File: src/rtl/trc_pattern_gen.sv
module trc_pattern_gen #(
  parameter int WIDTH      = 8,
  parameter int SEED_CNT_W = 8
) (
  input  logic                  clk,
  input  logic                  rst_n,
  input  logic                  start,
  input  logic [SEED_CNT_W-1:0] seed_total,
  input  logic                  seed_bit,
  input  logic                  seed_valid,
  output logic                  seed_ready,
  output logic                  seed_req,
  output logic [WIDTH-1:0]      pattern,
  output logic                  pattern_valid,
  output logic                  done
);
  localparam int CW = $clog2(WIDTH);
  localparam int TW = $clog2(2 * WIDTH);
  localparam logic [CW-1:0] LAST_BIT   = CW'(WIDTH - 1);
  localparam logic [TW-1:0] LAST_TWIST = TW'(2 * WIDTH - 2);

  typedef enum logic [1:0] {
    S_LOAD  = 2'b00,
    S_TW1   = 2'b01,
    S_TW2   = 2'b10,
    S_SHIFT = 2'b11
  } state_t;

  state_t                st;
  logic                  running, done_q;
  logic [WIDTH-1:0]      pat;
  logic [CW-1:0]         ld_cnt, sh_cnt;
  logic [TW-1:0]         tw_cnt;
  logic [SEED_CNT_W-1:0] seed_cnt, total_q;

  wire [WIDTH-1:0] twisted = {pat[WIDTH-2:0], ~pat[WIDTH-1]};
  wire [WIDTH-1:0] rotated = {pat[WIDTH-2:0], pat[WIDTH-1]};
  wire             last_seed = (seed_cnt == SEED_CNT_W'(total_q - 1'b1));

  assign seed_ready    = running && st == S_LOAD;
  assign seed_req      = seed_ready && ld_cnt == '0;
  assign pattern_valid = running && st != S_LOAD;
  assign pattern       = pat;
  assign done          = done_q;

  always_ff @(posedge clk) begin
    if (!rst_n) begin
      st       <= S_LOAD;
      running  <= 1'b0;
      done_q   <= 1'b0;
      pat      <= '0;
      ld_cnt   <= '0;
      sh_cnt   <= '0;
      tw_cnt   <= '0;
      seed_cnt <= '0;
      total_q  <= '0;
    end else if (!running) begin
      if (start) begin
        total_q  <= seed_total;
        done_q   <= (seed_total == '0);
        running  <= (seed_total != '0);
        st       <= S_LOAD;
        ld_cnt   <= '0;
        seed_cnt <= '0;
      end
    end else begin
      case (st)
        S_LOAD: if (seed_valid) begin
          pat <= {pat[WIDTH-2:0], seed_bit};
          if (ld_cnt == LAST_BIT) begin
            ld_cnt <= '0;
            sh_cnt <= '0;
            st     <= S_TW1;
          end else begin
            ld_cnt <= ld_cnt + 1'b1;
          end
        end
        S_TW1: begin
          pat    <= twisted;
          tw_cnt <= '0;
          st     <= S_TW2;
        end
        S_TW2: begin
          pat    <= twisted;
          tw_cnt <= tw_cnt + 1'b1;
          if (tw_cnt == LAST_TWIST) st <= S_SHIFT;
        end
        S_SHIFT: begin
          pat <= rotated;
          if (sh_cnt == LAST_BIT) begin
            sh_cnt <= '0;
            st     <= S_LOAD;
            if (last_seed) begin
              running <= 1'b0;
              done_q  <= 1'b1;
            end else begin
              seed_cnt <= seed_cnt + 1'b1;
            end
          end else begin
            sh_cnt <= sh_cnt + 1'b1;
            st     <= S_TW1;
          end
        end
        default: st <= S_LOAD;
      endcase
    end
  end


  load_hold_chk: assert property (@(posedge clk) disable iff (!rst_n)
    seed_ready && !seed_valid |=> $stable(pattern));

  req_in_load_chk: assert property (@(posedge clk) disable iff (!rst_n)
    seed_req |-> seed_ready && !pattern_valid);

  twist_step_chk: assert property (@(posedge clk) disable iff (!rst_n)
    running && (st == S_TW1 || st == S_TW2) |=>
      pattern == {$past(pattern[WIDTH-2:0]), ~$past(pattern[WIDTH-1])});

  rot_step_chk: assert property (@(posedge clk) disable iff (!rst_n)
    running && st == S_SHIFT |=>
      pattern == {$past(pattern[WIDTH-2:0]), $past(pattern[WIDTH-1])});

  no_pv_in_load_chk: assert property (@(posedge clk) disable iff (!rst_n)
    seed_ready |-> !pattern_valid);

  done_hold_chk: assert property (@(posedge clk) disable iff (!rst_n)
    done && !start |=> done && $stable(pattern) && !pattern_valid);
endmodule

File: config.mk
export PLATFORM = sky130hd
export DESIGN_NAME = trc_pattern_gen
export DESIGN_NICKNAME = d
export VERILOG_FILES = /design/src/rtl/trc_pattern_gen.sv
export SDC_FILE = /design/constraint.sdc
export NUM_CORES = 1
export LEC_CHECK = 0
export BUFFER_PORTS_ARGS = -buffer_cell sky130_fd_sc_hd__buf_2
export CORE_MARGIN = 8
export CORE_UTILIZATION = 58
export CTS_CLUSTER_SIZE = 28
export DETAILED_ROUTE_END_ITERATION = 8
export PLACE_DENSITY_LB_ADDON = 0.15
export SKIP_LAST_GASP = 1
export SYNTH_ARGS = -nofsm -noshare
export SYNTH_HDL_FRONTEND = slang
export SYNTH_SLANG_ARGS = --single-unit
export TNS_END_PERCENT = 30
File: constraint.sdc
create_clock -name clk -period 2.7 [get_ports clk]
set_input_delay 0 -clock clk [delete_from_list [all_inputs] [get_ports clk]]
set_output_delay 0 -clock clk [all_outputs]
set_load 0.01 [all_outputs]
== Word level (Yosys, flattened, before mapping) ==
Index checks and enable logic that the tools add are counted.

* Register bits after elaboration: 38
* Output and inout port bits: 12

* Bitwise operators: 2
* Equality and inequality tests: 18
* Reduce and logical (&&, ||, !) cells: 20
* Mux-type cells: 34
* Add/subtract/negate cells: 5

{| class="wikitable"
|+ Operators by type and width
! cell !! number
|-
| $mux 8 || 6
|-
| $mux 3 || 8
|-
| $pmux 8 s3 || 1
|-
| $reduce_and 4->1 || 4
|-
| $mux 1 || 11
|-
| $mux 2 || 5
|-
| $ne 2x1->1 const B || 5
|-
| $add 8x1->8 const B || 1
|-
| $eq 8x8->1 || 1
|-
| $logic_not 8->1 || 1
|-
| $pmux 2 s4 || 1
|-
| $pmux 4 s2 || 1
|-
| $reduce_bool 2->1 || 4
|-
| $reduce_bool 8->1 || 1
|-
| $sub 8x1->8 const B || 1
|-
| $add 3x1->3 const B || 2
|-
| $eq 3x3->1 const B || 2
|-
| $ne 2x2->1 const B || 3
|-
| $ne 3x3->1 const B || 2
|-
| $pmux 3 s2 || 1
|-
| $reduce_and 2->1 || 3
|-
| $add 4x1->4 const B || 1
|-
| $eq 2x2->1 const B || 2
|-
| $eq 4x4->1 const B || 1
|-
| 8 further kinds || 11
|}

== Longest topological paths before layout ==
Gate-level depths: netlist of the first run.

* Depth in word-level cells: 6
* Gate-level depth with buffers: 9
* Gate-level depth less buffers: 8

== Worst setup path after synthesis of the first run ==
Ideal clock, no wire load.

* Path kind: reg2reg
* From: register total_q[0]
* To: register running
* Arrival: 1.885 ns
* Setup slack: 0.700 ns
* Clock period less this slack: 2.000 ns
* Data required time: 2.585 ns
* Path buffers: 0
* Stages on the path, launching flop included: 9
* Setup time: 0.115 ns
* Cells stage by stage: dfxtp_1 inv_1 ha_1 nand2b_1 nand3_1 o21ai_0 a2111oi_4 a41oi_1 o21a_1

* Cells in the longest elaborated chain, start to end: 6

{| class="wikitable"
|+ Ends and longest elaborated chain
! element !! RTL line !! RTL
|-
| start: declaration || 34 || <nowiki>logic [SEED_CNT_W-1:0] seed_cnt, total_q;</nowiki>
|-
| start signal: assignment || 59 || <nowiki>total_q <= seed_total;</nowiki>
|-
| $sub 8x1->8 || 38 || <nowiki>wire last_seed = (seed_cnt == SEED_CNT_W'(total_q - 1'b1));</nowiki>
|-
| $eq 8x8->1 || 38 ||
|-
| $mux 1 || 93 || <nowiki>if (last_seed) begin</nowiki>
|-
| $mux 1 || 90 || <nowiki>if (sh_cnt == LAST_BIT) begin</nowiki>
|-
| $mux 1 || 67 || <nowiki>case (st)</nowiki>
|-
| $mux 1 || 57 || <nowiki>end else if (!running) begin</nowiki>
|-
| end signal: assignment || 61 || <nowiki>running <= (seed_total != '0);</nowiki>
|-
| end: declaration || 30 || <nowiki>logic running, done_q;</nowiki>
|}

No other way between the ends.
A chain may end at the register's enable or synchronous reset.

== Worst setup path in the final report of the first run ==
Ends and elaborated chain as after synthesis.

==> impl_metrics.json, run 1 <==
{
  "crit_required_ps": 2890,
  "die_h_um": 78.1,
  "area_growth_pct": 14.5,
  "dr.pass1.iters": 4,
  "ys.warnings.count": 0,
  "cts_num_sinks": 38,
  "hold_class": "input pin to register",
  "hold_viol_final": 0,
  "finalCritPeriodShare_pct": 82.3,
  "cp-end-kind": "register",
  "gp_congestion": 0.809,
  "drc_errors": 0,
  "grt_pass1_vias": 1677,
  "dp_hpwl_mm": 3.11,
  "ioPinCount": 25,
  "status": "finished, final reports clean",
  "rsz0062_at_grt": "false",
  "setup_viol": 0,
  "core_area_um2": 3690,
  "synthArstFlopShare_pct": 0,
  "crit_type": "register to register",
  "routed_wl_mm": 4.36,
  "cellPowerDensity_nw_per_um2": 500,
  "rr_startpoint": "total_q[0]",
  "start_util_pct": 60.6,
  "worst_pin_slew_ps": 765,
  "p_leak_nw": 1.07,
  "dpl_cell_area_um2": 2360,
  "portBuffers": 24,
  "final_nets": 312,
  "drv_slew": 0,
  "grt_first_pass_wirelength_mm": 7.51,
  "die_x_um": 78.1,
  "ant_nets": 0,
  "grt_usage_pct": 14.9,
  "synthFlopType": "dfxtp_1",
  "post-cts-setup-buffer-count": 0,
  "yosysSeqAreaShare_pct": 34.0,
  "overflow": 0,
  "fin_tns_setup_ps": 0,
  "period_minus_slack_ps": 2220,
  "cts_root_buf": "clkbuf_8",
  "synth_edf_count": 0,
  "numCtsBuffers": 5,
  "path_max_fanout": 9,
  "ys_seq_elements": 38,
  "peakVddDrop_mv": 0.378,
  "drt_iter0_markers": 106,
  "vias_per_cell": 5.37,
  "drive_gt1_share_pct": 14.3,
  "ys_types": 48,
  "syn_area_per_cell_um2": 8.70,
  "clk_latency_ps": 290,
  "fin_area_um2": 2560,
  "max_cap_viol_count": 0,
  "dr_total_vias": 1794,
  "row_count": 22,
  "synthCells": 257,
  "critical_path.startpoint": "total_q[0]",
  "cts_tree": "built",
  "grt_max_degree": 36,
  "antennaDiodeCount": 0,
  "antenna_found_initial": 0,
  "cts_max_path_buffers": 2,
  "worstPathArrival_ps": 2420,
  "maxSlewHeadroom_pct": 48.9,
  "wl_per_cell_um": 13.0,
  "min-delay-start": "seed_bit",
  "netlist_area_um2": 2230,
  "start_kind": "register",
  "die_area_um2": 6090,
  "fmax_ghz": 0.450,
  "htreeDepth": 2,
  "synth_nets": 283,
  "clk_pin_slew_ps": 80,
  "clock-skew-final_ps": 7.58
}
## area by class of cell
class | instances | area, um2
Timing Repair Buffer | 34 | 218
Sequential cell | 38 | 761
Inverter | 12 | 45.0
Clock inverter | 1 | 30.0
Tap cell | 48 | 60.1
Clock buffer | 6 | 82.6
Multi-Input combinational cell | 195 | 1360
Fill cell | 320 | 1130
## synth_stat cells (4+ instances only)
library cell  count  area, um2
inv_1            12       45.0
ha_1             13        163
nor2_1           10       37.5
xor2_1            4       35.0
nand2b_1          7       43.8
nand2_1          37        139
and2_1            4       25.0
clkbuf_1          6       22.5
dfxtp_1          38        761
mux2i_1          17        170
nand3_1          13       65.1
a21oi_1          12       60.1
nor2b_1          15       93.8
nand4_1           5       31.3
o21ai_0           7       35.0
a21boi_0         12       90.1
## registers in the layout, summed over array words and instances, names as in the netlist
| signal | count |
|---|---|
| done | 1 |
| ld_cnt | 3 |
| pattern | 8 |
| running | 1 |
| seed_cnt | 8 |
| sh_cnt | 3 |
| st | 2 |
| total_q | 8 |
| tw_cnt | 4 |
## cells in the final DEF, fill, tap and decap left out, drive strengths merged, types with 4 or more instances in the layout
master       instances
a21oi               12
nand2               37
a21boi              14
dlygate4sd3          9
xor2                 5
nor2b               15
and2                 4
nand2b               7
nand3               14
buf                 25
clkbuf               6
nor2                10
dfxtp               38
xnor2                4
nand4                5
ha                  13
inv                 12
mux2i               17
o21ai                8
## metrics by stage
step / setup slack (ps) / util (%) / total power [mW] / hold WS, ps / cells
CTS: 488 / 69.4 / 1.29 / 93.3 / 334
finish: 478 / 69.4 / 1.28 / 101 / 334
global placement: 547 / 63.9 / 0.783 / 266 / 318
global route: 284 / 69.4 / 1.34 / 163 / 334
floorplan: 700 / - / 0.747 / 145 / 257
detailed placement: 496 / 63.9 / 0.786 / 270 / 318
## metal layers
| metal | wire, um | vias up | GRT usage [%] |
|---|---|---|---|
| met4 | 94 | 0 | 6.48 |
| met5 | 0 | - | 0 |
| met1 | 2080 | 814 | 17.7 |
| met3 | 150 | 7 | 4.56 |
| met2 | 2030 | 27 | 24.4 |
| li1 | - | 946 | - |
## power by group
group	internal, mW	leakage (nW)	total [mW]	switching, mW
combinational	0.0832	0.707	0.191	0.107
clock	0.296	0.0573	0.496	0.200
sequential	0.574	0.308	0.592	0.0180
total	0.953	1.07	1.28	0.326
## logic make-up after synthesis
group | after synthesis | synth area share [%]
AND/OR/NAND/NOR | 108 | 25.4
AO/OA/AOI/OAI | 48 | 15.6
flip-flops | 38 | 34.0
adder cells (fa/ha/maj) | 13 | 7.28
multiplexers | 17 | 7.61
buffers and inverters | 24 | 4.98
XOR/XNOR | 9 | 5.04
## worst max-delay path, cell delays in order (launching register included)
cell	delay, ps
dfxtp_1	430
inv_1	70
ha_1	250
nand2b_1	160
nand3_1	80
o21ai_0	130
a2111oi_4	610
a41oi_1	200
o21a_1	200
## worst paths after layout
check	depth (start not counted)	slack, ps	endpoint
hold / removal	4	100	pattern[0]
setup / recovery	8	480	running
setup reg to reg	8	480	running
hold reg to reg	2	480	total_q[7]
## timing repair
item,in CTS,in global routing
endpoints found under the hold margin,9,0
hold buffers,9,0
gates resized for setup,0,0
Power figures use the tool's default switching activity.
==> run 2: changes to the inputs <==
clock period = 2.13 ns   (was 2.7 ns; I/O delays follow)
==> impl_metrics.json, run 2 (same netlist as run 1, synthesis figures left out) <==
{
  "peakVddDrop_mv": 0.502,
  "htreeDepth": 2,
  "crit_type": "register to register",
  "grt_usage_pct": 15.3,
  "portBuffers": 24,
  "cellPowerDensity_nw_per_um2": 585,
  "cts_hold_buf": 8,
  "critPathSlowestCell": "dfxtp_1",
  "worstRegToRegCells": 9,
  "die_x_um": 78.1,
  "overflow": 0,
  "rrSetupSlack_ps": 150,
  "cp-end-kind": "register",
  "dpl_cell_area_um2": 2400,
  "gp_congestion": 0.834,
  "cts_max_path_buffers": 2,
  "start_kind": "register",
  "clk_latency_ps": 290,
  "final_nets": 317,
  "cp_top_family": "compound AO/OA/AOI/OAI gates",
  "clk_pin_slew_ps": 80,
  "path_buf_inv": 2,
  "crit_required_ps": 2320,
  "cts_num_sinks": 38,
  "finalCritPeriodShare_pct": 92.9,
  "numCtsBuffers": 5,
  "vias_per_cell": 5.37,
  "fin_area_um2": 2580,
  "critical_path.startpoint": "total_q[1]",
  "drv_slew": 0,
  "max_cap_viol_count": 0,
  "clock-skew-final_ps": 6.68,
  "die_h_um": 78.1,
  "dp_hpwl_mm": 3.21,
  "start_util_pct": 60.6,
  "path_max_fanout": 9,
  "cp.depth": 9,
  "seqPwrFrac_pct": 49.7,
  "hold_path_depth": 3,
  "ioPinCount": 25,
  "intPower_mw": 1.10,
  "p_leak_nw": 1.09,
  "hold_viol_final": 0,
  "core_area_um2": 3690,
  "crit_chain": "inv_1, ha_1, nand2b_1, nand3_1, o21ai_0, a2111oi_4, buf_4, a41oi_1, o21a_1",
  "p_clk_share_pct": 33.7,
  "grt_first_pass_wirelength_mm": 7.72,
  "drive_gt1_share_pct": 16.1,
  "ant_nets": 0,
  "final_common_cell": "dfxtp_1",
  "worstPathArrival_ps": 2170,
  "grt_max_degree": 36,
  "antenna_found_initial": 1,
  "endpoint": "running",
  "routed_wl_mm": 4.53,
  "rsz0062_at_grt": "false",
  "worst_pin_slew_ps": 502,
  "post-cts-setup-buffer-count": 0,
  "area_growth_pct": 15.3,
  "rr_startpoint": "total_q[1]",
  "fin_tns_setup_ps": 0,
  "die_area_um2": 6090,
  "regToRegEndpoint": "running",
  "status": "finished, final reports clean",
  "slowest_delay_ps": 390,
  "row_count": 22,
  "cts_tree": "built",
  "cts_root_buf": "clkbuf_8",
  "layout_common_cells": "dfxtp_1, nand2_1, buf_2, mux2i_1, nor2b_1",
  "pwr-share-comb_pct": 16.6,
  "grt_pass1_vias": 1731,
  "hold_class": "input pin to register",
  "fmax_ghz": 0.505,
  "maxSlewHeadroom_pct": 66.5,
  "setup_viol": 0,
  "dr_total_vias": 1836,
  "drc_errors": 0,
  "period_minus_slack_ps": 1980,
  "netSwitchingFraction_pct": 27.1,
  "drt_iter0_markers": 120,
  "post_cts_resized": 0,
  "p_switching_uw": 409,
  "dr.pass1.iters": 4,
  "wl_per_cell_um": 13.2
}
[run 2: cell types whose count changed in the layout (fill, tap and decap cells not counted), sizes merged]
cell	delta
clkinv	+1
buf	+6
bufinv	-1
dlygate4sd3	-1
diode	+2
clkbuf	+1
[run 2: worst min-delay path by stage]
| stage | start | endpoint | slack [ps] |
|---|---|---|---|
| final | seed_valid | ld_cnt[2] | 8 |
| after detailed placement | seed_total[6] | total_q[6] | 270 |
| after global placement | seed_total[0] | total_q[0] | 270 |
| after global routing | seed_valid | ld_cnt[2] | 10 |
| after CTS | seed_valid | ld_cnt[2] | 6 |
| after floorplan | seed_total[2] | total_q[2] | 140 |
[run 2: per-layer routing]
metal	share of wire, %	global-route usage, %	wire length, um
met4	2.9	7.59	133
met2	49	25.4	2200
met3	3.0	4.21	138
met1	45	17.8	2050
met5	0	0	0
[run 2: area by class of cell]
cell class	instances	area, um2
Multi-Input combinational cell	195	1360
Fill cell	307	1110
Antenna cell	2	5.00
Clock inverter	1	5.00
Clock buffer	7	86.3
Tap cell	48	60.1
Sequential cell	38	761
Inverter	12	45.0
Timing Repair Buffer	39	253
[run 2: metrics by stage]
| step | setup slack, ps | hold slack, ps | util [%] | cells | power [mW] |
|---|---|---|---|---|---|
| 2_1_floorplan | 130 | 145 | - | 257 | 0.946 |
| 3_3_place_gp | 200 | 268 | 65.1 | 324 | 1.00 |
| 3_5_place_dp | 137 | 273 | 65.1 | 324 | 1.00 |
| 4_1_cts | 140 | 5.61 | 69.7 | 340 | 1.52 |
| 5_1_grt | 7.21 | 13.6 | 69.8 | 341 | 1.58 |
| 6_report | 151 | 8.36 | 69.9 | 342 | 1.51 |
[run 2: worst reg2reg max path: stages, from the launching register on]
cell and delay [ps]:
dfxtp_1 390, inv_1 60, ha_1 240, nand2b_1 160, nand3_1 80, o21ai_0 130, a2111oi_4 310, buf_4 210
a41oi_1 120, o21a_1 180
[run 2: power groups by stage]
stage	registers [mW]	clock network (mW)	logic, mW
2_1_floorplan	0.762	0	0.185
3_3_place_gp	0.766	0	0.233
3_5_place_dp	0.767	0	0.238
4_1_cts	0.750	0.522	0.250
5_1_grt	0.754	0.554	0.277
6_report	0.750	0.508	0.250
==> run 3: changes to the inputs <==
GPL_TIMING_DRIVEN = 0   (was default)
==> impl_metrics.json, run 3 (same netlist as run 1, synthesis figures left out) <==
{
  "status": "finished, final reports clean",
  "overflow": 0,
  "crit_type": "register to register",
  "antenna_found_initial": 0,
  "core_area_um2": 3690,
  "die_x_um": 78.1,
  "ioPinCount": 25,
  "start_util_pct": 60.6,
  "start_kind": "register",
  "dr_total_vias": 1887,
  "drt_iter0_markers": 111,
  "maxSlewHeadroom_pct": 69.6,
  "hold_viol_final": 0,
  "drv_slew": 0,
  "routed_wl_mm": 4.87,
  "finalCritPeriodShare_pct": 92.4,
  "cts_root_buf": "clkbuf_8",
  "setup_viol": 0,
  "die_h_um": 78.1,
  "cts_tree": "built",
  "antennaDiodeCount": 0,
  "vias_per_cell": 5.42,
  "path_max_fanout": 10,
  "max_cap_viol_count": 0,
  "area_growth_pct": 19.4,
  "grt_usage_pct": 16.7,
  "clk_latency_ps": 300,
  "top_layer": "met4",
  "crit_chain": "inv_1, ha_1, inv_1, o21ai_1, buf_2, a211oi_1, o21ai_0, and2_1",
  "worstPathArrival_ps": 2160,
  "wl_met3_um": 156,
  "m1WireLength_mm": 2.13,
  "p_leak_nw": 1.12,
  "layout_common_cells": "nand2_1, dfxtp_1, buf_2, mux2i_1, nor2b_1",
  "crit_required_ps": 2320,
  "final.fill_count": 284,
  "path_buf_inv": 3,
  "grt_first_pass_wirelength_mm": 8.31,
  "peakVddDrop_mv": 0.516,
  "drive_gt1_share_pct": 16.0,
  "rsz0062_at_grt": "true",
  "dr.pass1.iters": 4,
  "htreeDepth": 2,
  "die_area_um2": 6090,
  "numCtsBuffers": 5,
  "fmax_ghz": 0.508,
  "clk_pin_slew_ps": 80,
  "final_common_cell": "nand2_1",
  "cellPowerDensity_nw_per_um2": 657,
  "grt_pass1_vias": 1831,
  "portBuffers": 23,
  "cts_max_path_buffers": 2,
  "row_count": 22,
  "period_minus_slack_ps": 1970,
  "holdWs_ps": 101,
  "post-route-util_pct": 72.3,
  "hold_class": "input pin to register",
  "clock-skew-final_ps": 8.73,
  "final_nets": 325,
  "wl_per_cell_um": 14.0,
  "grt_max_degree": 14,
  "cts_num_sinks": 38,
  "ant_nets": 0,
  "gp_congestion": 0.762,
  "dp_hpwl_mm": 3.32,
  "cp_top_family": "compound AO/OA/AOI/OAI gates",
  "worst_path_most_repeated_cell": "inv_1",
  "cp-end-kind": "register",
  "critPathSlowestCell": "a211oi_1",
  "slowest_delay_ps": 450,
  "dr_wl_met2_mm": 2.50,
  "drc_errors": 0,
  "worst_pin_slew_ps": 457
}
==> run 3: cell types whose count changed in the layout (fill, tap and decap cells not counted), moves of 2 or more <==
cell | previous run | this run
buf_4 | 7 | 2
diode_2 | 2 | 0
bufinv_16 | 0 | 2
buf_1 | 0 | 2
dfxtp_1 | 38 | 36
clkbuf_1 | 1 | 6
dlygate4sd3_1 | 8 | 10
==> run 3: cell type report <==
cell class              count  area, um2  area share [%]
clock buffers               5       68.8            2.58
inverters                  12       45.0            1.69
flip-flops and latches     38        766            28.7
clock inverters             3       68.8            2.58
well taps                  48       60.1            2.25
plain buffers              12       66.3            2.49
repair buffers             35        230            8.63
multi-input cells         195       1360            51.1
==> run 3: stage by stage <==
step | worst slack, ps | cells | setup TNS [ps] | total power [mW] | instance area, um2
CTS | 55.0 | 348 | 0 | 1.76 | 2660
floorplan | 130 | 257 | 0 | 0.946 | 2230
detailed placement | -104 | 328 | -310 | 1.01 | 2410
global placement | -56.8 | 328 | -56.8 | 1.00 | 2410
global route | -39.3 | 348 | -39.3 | 1.83 | 2670
finish | 163 | 348 | 0 | 1.75 | 2670
==> run 3: worst register-to-register path, stage by stage (launching register included) <==
cell	delay, ps
dfxtp_1	380
inv_1	90
ha_1	270
inv_1	80
o21ai_1	70
buf_2	210
a211oi_1	450
o21ai_0	150
and2_1	170
==> run 3: routing by layer <==
| layer | track usage [%] | vias up |
|---|---|---|
| li1 | - | 968 |
| met1 | 18.3 | 891 |
| met2 | 29.7 | 20 |
| met3 | 4.56 | 8 |
| met4 | 6.67 | 0 |
| met5 | 0 | - |
==> run 3: where the power goes <==
group	internal, mW	switching [mW]	total, mW
logic	0.114	0.147	0.261
registers	0.728	0.0209	0.749
clock network	0.469	0.274	0.744
total	1.31	0.442	1.75
==> run 3: final timing paths <==
kind          startpoint          end  slack [ps]  cells after the start
max                st[1]        st[1]         160                      8
max reg2reg        st[1]        st[1]         160                      8
min reg2reg  seed_cnt[7]  seed_cnt[7]         480                      2
min             seed_bit   pattern[0]         100                      4
==> run 3: what timing repair did <==
action / 4_1_cts / 5_1_grt
pin swaps: 1 / 1
hold buffers: 10 / 0
resized for setup: 1 / 3
setup endpoints to repair: 9 / 10
hold endpoints to repair: 11 / 0
buffers inserted: 2 / 0
